`src/rtl/mstage_router.sv`:
```
module mstage_router #(
  parameter int LEVELS = 3,
  parameter int DATA_W = 8
) (
  input  logic                                clk,
  input  logic                                rst_n,
  input  logic                                a_valid,
  input  logic [LEVELS-1:0]                   a_dest,
  input  logic [DATA_W-1:0]                   a_data,
  input  logic                                b_valid,
  input  logic [LEVELS-1:0]                   b_dest,
  input  logic [DATA_W-1:0]                   b_data,
  output logic                                a_accept,
  output logic                                b_accept,
  output logic [(1<<LEVELS)-1:0]              dst_valid,
  output logic [(1<<LEVELS)*DATA_W-1:0]       dst_data
);
  localparam int NDEST = 1 << LEVELS;
  localparam int LAST  = LEVELS - 1;

  logic lane_v [LEVELS][NDEST];
  logic lane_s [LEVELS][NDEST];

  for (genvar l = 0; l < LEVELS; l++) begin : g_lvl
    for (genvar k = 0; k < NDEST; k++) begin : g_lane
      if (k < (2 << l)) begin : g_used
        localparam int O = k & 1;
        localparam int E = k >> 1;
        logic a_v, a_s, a_hit, b_hit;
        logic [LEVELS-1:0] a_tag;
        if (l == 0) begin : g_root
          assign a_v   = a_valid;
          assign a_s   = 1'b0;
          assign b_hit = b_valid && (b_dest[LEVELS-1] == 1'(O)) && !a_hit;
        end else begin : g_inner
          assign a_v   = lane_v[l-1][E];
          assign a_s   = lane_s[l-1][E];
          assign b_hit = 1'b0;
        end
        assign a_tag = a_s ? b_dest : a_dest;
        assign a_hit = a_v && (a_tag[LEVELS-1-l] == 1'(O));
        assign lane_v[l][k] = a_hit || b_hit;
        assign lane_s[l][k] = b_hit ? 1'b1 : a_s;
      end else begin : g_idle
        assign lane_v[l][k] = 1'b0;
        assign lane_s[l][k] = 1'b0;
      end
    end
  end

  for (genvar k = 0; k < NDEST; k++) begin : g_port
    logic              v_q;
    logic [DATA_W-1:0] d_q;
    always_ff @(posedge clk or negedge rst_n) begin
      if (!rst_n) begin
        v_q <= 1'b0;
        d_q <= '0;
      end else begin
        v_q <= lane_v[LAST][k];
        if (lane_v[LAST][k]) d_q <= lane_s[LAST][k] ? b_data : a_data;
      end
    end
    assign dst_valid[k] = v_q;
    assign dst_data[k*DATA_W +: DATA_W] = d_q;
  end

  assign a_accept = a_valid && lane_v[LAST][a_dest] && !lane_s[LAST][a_dest];
  assign b_accept = b_valid && lane_v[LAST][b_dest] &&  lane_s[LAST][b_dest];
endmodule

```
`config.mk`:
```
export PLATFORM = sky130hd
export DESIGN_NAME = mstage_router
export DESIGN_NICKNAME = d
export VERILOG_FILES = /design/src/rtl/mstage_router.sv
export SDC_FILE = /design/constraint.sdc
export NUM_CORES = 1
export LEC_CHECK = 0
export ABC_AREA = 1
export BUFFER_PORTS_ARGS = -buffer_cell sky130_fd_sc_hd__buf_4
export CAP_MARGIN = 30
export CORE_AREA = 10 10 115 138
export CTS_BUF_LIST = sky130_fd_sc_hd__clkbuf_8
export CTS_CLUSTER_DIAMETER = 30
export DETAILED_ROUTE_END_ITERATION = 16
export DIE_AREA = 0 0 125 148
export SLEW_MARGIN = 20
export SYNTH_ARGS = -nofsm -noshare
export SYNTH_HDL_FRONTEND = slang
export SYNTH_SLANG_ARGS = --single-unit
```
`constraint.sdc`:
```
create_clock -name clk -period 1.4 [get_ports clk]
set_input_delay 0.21 -clock clk [delete_from_list [all_inputs] [get_ports clk]]
set_output_delay 0.21 -clock clk [all_outputs]
set_load 0.05 [all_outputs]
```
==> impl_metrics.ini <==
[outcome]
outcome = complete, no violations

[floorplanning]
dieHeight_um = 148
die_w_um = 125
row_count = 46
die_area_um2 = 18500
pin_count = 100
initial_core_util = 0.2453
core_area_um2 = 13120

[timing]
fin_tns_setup_ns = 0
final-hold-violation-count = 0
slew-limit-headroom = 0.7040
worst_pin_slew_ns = 0.4410
drv_slew = 0
setup_viol = 0
period_needed_ns = 1.338
min_period_over_period = 0.9559
timing.fmax_ghz = 0.7472
skew_ns = 0
rsz0062_at_grt = no

[clock_tree]
htree_levels = 3
numClockSinks = 72
clock_path_buffers = 2
cts_made_buffers = 9
cts_tree = done
insertion_delay_ns = 0.35
clk_pin_slew_worst_paths_ns = 0.07
root_buffer = clkbuf_8

[worst_hold_path]
hp-start = a_dest[1]
min_to = g_port[1].v_q
holdPathStages = 4
holdCritPathClass = input port to flop

[setup_path]
timing.rr.end = g_port[3].d_q[7]
path_max_fanout = 17
end_kind = primary output
crit_chain = buf_4 -> nand2_1 -> nand2_2 -> buf_6 -> nand2_1 -> buf_4
slowest_stage = buf_4
crit_type = input port to primary output
required_ns = 1.19
path_delay_family = buffers and inverters
critPathMaxStageDelay_ns = 0.20
regToRegSetupSlack_ns = 0.75
reg2reg_from = g_port[3].d_q[7]
ff2ff_path_depth = 2
path_buf_inv = 3
arrival_ns = 1.13
start_kind = input port

[route]
first_pass_iters = 4
ant_nets = 0
drt_wl_total_um = 10990
drt-initial-drc-count = 134
num_vias = 2841
drc = 0
post_drt_wl_per_cell_um = 16.19
vias_per_cell = 4.184

[power_and_ir_drop]
p_leak_nw = 2.510
p_sw_mw = 3.904
clkPwrFrac = 0.225
power.share.switching = 0.4466
seqPwrFrac = 0.334
pwr-share-comb = 0.441
vdd_drop_max_mv = 0.7938
p_int_mw = 4.837
p_per_area_nw_per_um2 = 1897

[cells_and_area]
stdcell_area_um2 = 4607
drive_gt1_frac = 0.3464
syn_to_final_growth_pct = 43.10
antenna-diode-count = 0
nNetsFinal = 532

[logic_synthesis]
yosysWarnings = 0
synth_area_leaders = dfrtp_1 (56%), nand2_1 (26%), nor2_4 (2.8%), buf_4 (2.6%), nand3_4 (2.2%)
synth-seq-cells = 72
seq_area_frac_synth = 0.5597
synth_fp_nets = 403
synth_top_area_frac = 0.5597
synth_top_cell_by_area = dfrtp_1
synth_area_um2 = 3219
synth.distinct_cells = 16
syn_avg_cell_area_um2 = 8.539
netlist_instances = 377

[global_route]
antenna_found_initial = 0
grt_start_max_net_pins = 73
grt_pass1_vias = 2992
grt_first_pass_wirelength_um = 16850
track_usage = 0.1160
grt_overflow = 0

[place]
place.gp.congestion = 0.8463
port_buffers = 99
hpwlAfterDp_um = 8473
place_area_um2 = 4345

[flow_run]
drv_cap = 0
worst max-delay path by stage:
stage,start,end,depth (start not counted)
after global placement,b_dest[2],g_port[6].d_q[1],9
final,a_valid,b_accept,6
after detailed placement,b_dest[2],g_port[6].d_q[3],9
after floorplan,b_valid,b_accept,6
after global routing,a_valid,b_accept,6
after CTS,b_dest[2],b_accept,7
synthesized netlist by cell type:
library cell and instances:
clkbuf_1 1, nand2_4 2, clkinv_2 1, nor2_4 8
nor2_2 1, nand2_1 222, buf_6 1, dfrtp_1 72
nand3_2 4, nand3_1 12, buf_4 11, inv_1 14
o21ai_1 14, nand2_2 7, o21ai_2 3, nand3_4 4
stage by stage:
step,worst slack (ns),utilization,power [mW],hold WS (ns),cells
floorplan,0.05225,-,5.446,-0.08559,377
global placement,-0.1266,0.3311,6.835,0.2516,662
detailed placement,-0.1974,0.3311,6.873,0.2597,662
CTS,0.03123,0.3505,8.879,0.2136,679
global route,0.01314,0.3511,9.168,0.2382,679
finish,0.06171,0.3511,8.741,0.2243,679
tightest hold or removal path, cell delays in order:
cell	delay, ns
buf_4	0.11
nand2_4	0.06
nand3_4	0.08
nor2_4	0.07
metal layers:
| layer | vias up | global-route usage | routed length, um |
|---|---|---|---|
| met5 | - | 0 | 0 |
| met2 | 71 | 0.2064 | 5662 |
| li1 | 1411 | - | - |
| met3 | 14 | 0.03184 | 595 |
| met4 | 0 | 0.04729 | 208 |
| met1 | 1345 | 0.1271 | 4524 |
cell type report:
cell class	instances	area, um^2
fill	1406	8516
sequential	72	1802
multi-input combinational	277	1270
timing repair buffer	131	1027
tap	168	210.2
clock buffer	12	165.2
clock inverter	4	75.07
inverter	15	57.56
power by group through the flow:
stage	clock network (mW)	registers [mW]	logic, mW
finish	1.97	2.92	3.86
global route	2.09	2.98	4.10
CTS	2.02	2.93	3.93
detailed placement	0	2.95	3.92
global placement	0	2.94	3.89
floorplan	0	4.70	0.742
cells by family (layout without fill, tap and decap cells):
| logic type | after synthesis | count (layout) | synth area share |
|---|---|---|---|
| and+or+nand+nor | 260 | 260 | 0.3622 |
| DFF | 72 | 72 | 0.5597 |
| buffers and inverters | 28 | 162 | 0.04819 |
| AOI/OAI and AO/OA | 17 | 17 | 0.02993 |
layout by cell type, fill, tap and decap left out:
cell type	count
o21ai_2	3
o21ai_1	14
dlygate4sd3_1	1
nand2_4	2
nand2_2	8
bufinv_16	2
dfrtp_1	72
clkbuf_8	12
buf_4	126
nor2_4	9
nand2_1	221
buf_12	3
clkinv_2	1
nand3_2	4
inv_1	14
buf_6	1
nand3_1	12
clkinvlp_4	2
nand3_4	4
what timing repair did:
item | 4_1_cts | 5_1_grt
setup buffers | 0 | 0
setup endpoints to repair | 1 | 1
hold buffers | 1 | 0
gates resized for setup | 1 | 2
endpoints found under the hold margin | 72 | 0
sequential cells by signal (all words and copies together) (netlist names):
name	flops
g_port.d_q	64
g_port.v_q	8
Power figures use the tool's default switching activity.
